$ cat src/rtl/fault_supervisor.sv
module fault_supervisor #(
  parameter int OV_CYCLES     = 4,
  parameter int IDLE_CYCLES   = 4,
  parameter int OLP_TICKS     = 40000,
  parameter int DELAY_TICKS   = 2048,
  parameter int RESTART_TICKS = 1024
) (
  input  logic       clk,
  input  logic       rst_n,
  input  logic       cyc_tick,
  input  logic       gate_pulse,
  input  logic       vdd_ov,
  input  logic       sense_ov,
  input  logic       out_short,
  input  logic       overload,
  input  logic       cs_open,
  input  logic       line_low,
  input  logic       vdd_uv,
  output logic       gate_en,
  output logic [3:0] fault_code
);
  localparam int OVW  = $clog2(OV_CYCLES + 1);
  localparam int IDW  = $clog2(IDLE_CYCLES + 1);
  localparam int OLW  = $clog2(OLP_TICKS + 1);
  localparam int TMAX = (DELAY_TICKS > RESTART_TICKS) ? DELAY_TICKS : RESTART_TICKS;
  localparam int TW   = $clog2(TMAX + 1);

  typedef enum logic [1:0] {ST_RUN, ST_HOLD, ST_RESTART} st_t;

  st_t            state;
  logic [TW-1:0]  tmr;
  logic [OVW-1:0] ov_cnt;
  logic [IDW-1:0] idle_cnt;
  logic [OLW-1:0] olp_cnt;
  logic           in_run, ov_hit, idle_hit, olp_hit, any_flag;
  logic [3:0]     hit_code;

  assign in_run   = (state == ST_RUN);
  assign gate_en  = (state != ST_HOLD);
  assign any_flag = vdd_ov | sense_ov | out_short | overload | cs_open | line_low | vdd_uv;

  assign ov_hit   = vdd_ov && cyc_tick && (ov_cnt == OVW'(OV_CYCLES - 1));
  assign idle_hit = cyc_tick && !gate_pulse && (idle_cnt == IDW'(IDLE_CYCLES - 1));
  assign olp_hit  = overload && (olp_cnt == OLW'(OLP_TICKS - 1));

  always_comb begin
    hit_code = 4'd0;
    if (in_run) begin
      if (ov_hit)         hit_code = 4'd1;
      else if (sense_ov)  hit_code = 4'd2;
      else if (idle_hit)  hit_code = 4'd3;
      else if (olp_hit)   hit_code = 4'd4;
      else if (out_short) hit_code = 4'd5;
      else if (cs_open)   hit_code = 4'd6;
      else if (line_low)  hit_code = 4'd7;
      else if (vdd_uv)    hit_code = 4'd8;
    end
  end

  always_ff @(posedge clk or negedge rst_n) begin
    if (!rst_n) begin
      ov_cnt   <= '0;
      idle_cnt <= '0;
      olp_cnt  <= '0;
    end else begin
      if (!in_run || !vdd_ov)  ov_cnt <= '0;
      else if (cyc_tick)       ov_cnt <= ov_cnt + 1'b1;

      if (!in_run || gate_pulse) idle_cnt <= '0;
      else if (cyc_tick)         idle_cnt <= idle_cnt + 1'b1;

      if (!in_run || !overload) olp_cnt <= '0;
      else                      olp_cnt <= olp_cnt + 1'b1;
    end
  end

  always_ff @(posedge clk or negedge rst_n) begin
    if (!rst_n) begin
      state      <= ST_RESTART;
      tmr        <= '0;
      fault_code <= 4'd0;
    end else begin
      case (state)
        ST_RUN: begin
          if (hit_code != 4'd0) begin
            state      <= ST_HOLD;
            tmr        <= '0;
            fault_code <= hit_code;
          end
        end
        ST_HOLD: begin
          if (tmr == TW'(DELAY_TICKS - 1)) begin
            state <= ST_RESTART;
            tmr   <= '0;
          end else begin
            tmr <= tmr + 1'b1;
          end
        end
        default: begin
          if (tmr == TW'(RESTART_TICKS - 1)) begin
            tmr <= '0;
            if (any_flag) begin
              state <= ST_HOLD;
            end else begin
              state      <= ST_RUN;
              fault_code <= 4'd0;
            end
          end else begin
            tmr <= tmr + 1'b1;
          end
        end
      endcase
    end
  end
endmodule

$ cat config.mk
export PLATFORM = sky130hd
export DESIGN_NAME = fault_supervisor
export DESIGN_NICKNAME = d
export VERILOG_FILES = /design/src/rtl/fault_supervisor.sv
export SDC_FILE = /design/constraint.sdc
export NUM_CORES = 1
export LEC_CHECK = 0
export BUFFER_PORTS_ARGS = -buffer_cell sky130_fd_sc_hd__buf_2
export CELL_PAD_IN_SITES_DETAIL_PLACEMENT = 1
export CELL_PAD_IN_SITES_GLOBAL_PLACEMENT = 1
export CORE_ASPECT_RATIO = 1.25
export CORE_UTILIZATION = 40
export DETAILED_ROUTE_END_ITERATION = 8
export GPL_TIMING_DRIVEN = 0
export PLACE_DENSITY_LB_ADDON = 0.1
export SLEW_MARGIN = 20
export SYNTH_ARGS = -nofsm -noshare
export SYNTH_HDL_FRONTEND = slang
export SYNTH_SLANG_ARGS = --single-unit
$ cat constraint.sdc
create_clock -name clk -period 5.5 [get_ports clk]
set_input_delay 0.55 -clock clk [delete_from_list [all_inputs] [get_ports clk]]
set_output_delay 0.55 -clock clk [all_outputs]
set_load 0.01 [all_outputs]
Yosys cells after proc, flatten, opt, wreduce, memory -nomap -nowiden. Cells that the tools add are included.

Register bits: 40. Latch bits: 0. Bits in writable memories: 0. Memory bits (read-only): 0. Input port bits: 11. Output and inout bits: 5. Logic and storage cells: 74. Memories: 0.

Add/subtract/negate cells: 4. Multiply operators: 0. Div/mod/pow operators: 0. Order comparisons: 0. Equal/unequal tests: 10. Shifts and indexed selects: 0. Mux-type cells: 27. Bitwise gates (word level): 7. Reductions and logical operators: 20.

Operators by type and width (count): 4-bit two-way mux (12); 12-bit two-way mux (3); 12-bit case mux with 2 select lines (1); 16-bit by 1-bit adder with 16-bit output, second input constant (1); 16-bit equality test, second input constant (1); 16-bit two-way mux (1); 12-bit by 1-bit adder with 12-bit output, second input constant (1); 12-bit by 10-bit equality test with 1-bit output, second input constant (1); 12-bit by 11-bit equality test with 1-bit output, second input constant (1); 3-bit two-way mux (4); 4-bit case mux with 2 select lines (1); 3-bit by 1-bit adder with 3-bit output, second input constant (2); 3-bit by 2-bit equality test with 1-bit output, second input constant (2); 2-bit two-way mux (3); 1-bit OR (6); 2-bit nonzero test (3); 1-bit logical AND (5); 1-bit zero test (4); 2-bit by 1-bit inequality test with 1-bit output, second input constant (2); 2-bit inequality test, second input constant (2); 2-bit case mux with 2 select lines (1); 4-bit AND reduction (1); 4-bit nonzero test (1); 1-bit logical OR (3); other kinds (6) (6).

Logic depth before layout (Yosys ltp).
Depth in word-level cells: 12. Mapped depth: 7. Gate-level depth less buffers: 6.

Least setup slack after synthesis. No wires, ideal clock.

Path type: register to register. Start point: register tmr[0]. End point: register fault_code[2]. Setup time: 126 ps. Arrival time: 1917 ps. Data required time: 5374 ps. Path slack: 3457 ps. Stages on the path, launching flop included: 6. Buffers on the path: 0. Clock period less this slack: 2043 ps. Cells stage by stage: dfrtp_1 > ha_1 > nand4_4 > or4_4 > or3_1 > a221o_1.

Longest elaborated chain between the ends: 3.

RTL lines: start: declaration (line 31) `logic [TW-1:0] tmr;`; start signal: assignment (line 96) `tmr <= tmr + 1'b1;`; start signal: assignment (line 109) `tmr <= tmr + 1'b1;`; 12-bit by 10-bit equality test with 1-bit output (line 100) `if (tmr == TW'(RESTART_TICKS - 1)) begin`; 2-bit nonzero test (no source line); 4-bit AND reduction (no source line); end signal: assignment (line 88) `fault_code <= hit_code;`; end: declaration (line 20) `output logic [3:0] fault_code`.

No other way between the ends. A chain may end at the register's enable or synchronous reset.

Final worst setup path.
Start point: register idle_cnt[0]. End point: register tmr[10].

Longest elaborated chain between the ends: 8.

RTL lines: start: declaration (line 33) `logic [IDW-1:0] idle_cnt;`; start signal: assignment (line 70) `else if (cyc_tick) idle_cnt <= idle_cnt + 1'b1;`; 3-bit by 2-bit equality test with 1-bit output (line 43) `assign idle_hit = cyc_tick && !gate_pulse && (idle_cnt == IDW'(IDLE_CYCLES - 1));`; 1-bit logical AND (line 43); 4-bit two-way mux (line 51) `else if (idle_hit) hit_code = 4'd3;`; 4-bit two-way mux (line 50) `else if (sense_ov) hit_code = 4'd2;`; 4-bit two-way mux (line 49) `if (ov_hit) hit_code = 4'd1;`; 4-bit two-way mux (line 48) `if (in_run) begin`; 4-bit nonzero test (line 85) `if (hit_code != 4'd0) begin`; 2-bit by 1-bit inequality test with 1-bit output (no source line).

No other way between the ends.

==> out/qor.yml <==
outcome: "completed"
yosys-top-cells-area: "dfrtp_1 43%, ha_1 3.3%, xnor2_1 3.1%"
cts_resized: 0
synth_edf_count: 0
synth_most_common_cell: "dfrtp_1"
numCtsBuffers: 5
period_share_pct: 42.8
critPathCaptureType: "register"
grt-ovfl-total: 0
cp.required_ns: 5.72
dieHeight_um: 86.6
tightestPinTransition_ns: 0.914
die_w_um: 69.7
ant_nets: 0
initial_core_util_pct: 41.8
synth_cell_types: 53
rrSetupSlack_ns: 3.15
vias_per_cell: 5.96
synthSimpleGateAreaFrac_pct: 25.6
yosys.area_share.adder_pct: 3.28
post-route-min-period_ns: 2.35
grt_pass1_wl_um: 9370
fin_skew_ns: 0.00988
port_buffers: 15
syn_inst: 233
stdcell_count: 320
synth-main-ff-cell: "dfrtp_1"
yosysTopAreaCell: "dfrtp_1"
dr.pass1.iters: 4
clk_latency_ns: 0.30
cp-start-kind: "register"
hp-class: "in2async"
area_growth_pct: 11.5
vias: 1908
grt_max_degree: 41
r2r-end: "tmr[10]$_DFFE_PN0P_"
dieArea_um2: 6030
place_congestion: 0.738
clk_pin_slew_ns: 0.08
fmax_mhz: 425
layout-drive-gt1-share_pct: 14.1
routed_wl_um: 5480
track_usage_pct: 19.7
dpl.hpwl_um: 3880
slew_headroom_pct: 39.1
powerDensity_nw_per_um2: 218
syn_avg_cell_area_um2: 9.83
synth_top_cell_area_share_pct: 42.6
post-route-drc-count: 0
num_antenna_cells: 0
synth_top_family_by_area: "simple AND/OR/NAND/NOR gates"
rsz0062_at_grt: "no"
setup.worst_path.class: "reg2reg"
ctsHoldBuffers: 0
nets: 272
syn_nets: 250
synth_warnings: 0
antenna_found_initial: 0
cap_violations: 0
path_max_fanout: 10
vdd_ir_drop_max_mv: 0.0953
cts_tree: "done"
drtIter0Drc: 58
cts_buffer_depth: 2
p_leak_nw: 1.05
synth_seq_cells: 40
yosys.area_share.xor_xnor_pct: 5.36
boundaryPins: 16
cts_root_buf: "clkbuf_8"
whs_ns: 0.366
final_max_slew_viol_count: 0
hold_violations: 0
cts_sinks: 40
muxShareOfSynthArea_pct: 1.37
postCtsSetupBuffers: 0
coreArea_um2: 5480
tns_ns: 0
dpl_cell_area_um2: 2440
rr_startpoint: "idle_cnt[0]$_DFFE_PN0P_"
synth_commonest_cells: "39 x dfrtp_1, 18 x nor2_1, 16 x nand2_1, 10 x nand3_1"
syn-cell-area_um2: 2290
async_reset_ff_share_pct: 100
seq_area_frac_synth_pct: 43.8
num_rows: 30
final_area_um2: 2550
critPathArrivalTime_ns: 2.57
r2r_cells: 7
wl_per_cell_um: 17.1
post-place-cells: 312
htreeDepth: 2
grt_pass1_vias: 1935
synth-compound-area-share_pct: 17.8
finalSetupViolCount: 0
## worst max-delay path, stage by stage (launching register included)
cell	delay (ns)
dfrtp_1	0.40
ha_1	0.21
ha_1	0.18
nor2b_1	0.16
a2111oi_1	0.54
and3_1	0.32
buf_2	0.27
a2bb2oi_1	0.18
## area by class of cell
type	instances	area [um^2]
clock inverters	2	35.0
clock buffers	6	72.6
multi-input cells	177	1220
fillers	643	2930
flip-flops and latches	40	1000
repair buffers	15	75.1
plain buffers	8	33.8
inverters	8	30.0
well taps	64	80.1
## per-stage QoR
stage          power (W)  setup slack (ns)  util [%]
2_1_floorplan   0.000307              3.46         -
3_3_place_gp    0.000321              3.17      44.6
3_5_place_dp    0.000321              3.16      44.6
4_1_cts         0.000568              3.12      46.6
5_1_grt         0.000576              2.98      46.6
6_report        0.000556              3.15      46.6
## sequential cells by signal (all words and copies together), names as in the netlist
register / count
olp_cnt: 16
tmr: 12
ov_cnt: 3
idle_cnt: 3
state: 2
fault_code: 4
## kinds of logic (layout without fill, tap and decap cells)
logic type / count (synthesis) / in the layout
AO/OA/AOI/OAI: 54 / 54
XOR/XNOR: 14 / 14
adder cells (fa/ha/maj): 6 / 6
buffers and inverters: 16 / 39
flip-flops: 40 / 40
multiplexers: 3 / 3
AND/OR/NAND/NOR: 100 / 100
## metal layers
layer / track usage [%] / wire length [um] / vias to the layer above
li1: - / - / 931
met1: 25.9 / 2610 / 957
met2: 33.5 / 2710 / 18
met3: 3.49 / 123 / 2
met4: 5.45 / 33 / 0
met5: 0 / 0 / -
## power by group
| part | internal [W] | switching, W | total (W) |
|---|---|---|---|
| Clock | 0.000135 | 0.000107 | 0.000241 |
| Combinational | 0.00000602 | 0.0000133 | 0.0000193 |
| Sequential | 0.000294 | 0.000000448 | 0.000295 |
## worst max-delay path by stage
stage / startpoint / end / slack, ns / cells after the start
after floorplan: tmr[0]$_DFFE_PN0P_ / fault_code[2]$_DFFE_PN0P_ / 3.46 / 5
after global placement: idle_cnt[0]$_DFFE_PN0P_ / tmr[10]$_DFFE_PN0P_ / 3.17 / 7
after detailed placement: idle_cnt[0]$_DFFE_PN0P_ / tmr[10]$_DFFE_PN0P_ / 3.16 / 7
after CTS: idle_cnt[0]$_DFFE_PN0P_ / tmr[10]$_DFFE_PN0P_ / 3.12 / 7
after global routing: idle_cnt[0]$_DFFE_PN0P_ / tmr[10]$_DFFE_PN0P_ / 2.98 / 7
final: idle_cnt[0]$_DFFE_PN0P_ / tmr[10]$_DFFE_PN0P_ / 3.15 / 7
## cell usage in the layout, fill, tap and decap left out, types with 3 or more instances in the layout
cell and count:
dfrtp_1 39, buf_2 18, nor2_1 18, nand2_1 16, nand3_1 10, nand4_1 9
nor3_1 9, inv_1 8, xnor2_1 8, a21oi_1 8, o21ai_0 6, xor2_1 6
ha_1 6, clkbuf_1 5, and3_1 5, o31ai_1 5, or3_1 5, a2111oi_0 5
clkbuf_8 5, and2_1 4, or4_1 4, a221o_1 4, nor4bb_1 3, a211oi_1 3
a2bb2oi_1 3, o221ai_1 3, a221oi_1 3, a21o_1 3
No activity file was read; power rests on OpenSTA's default activity.
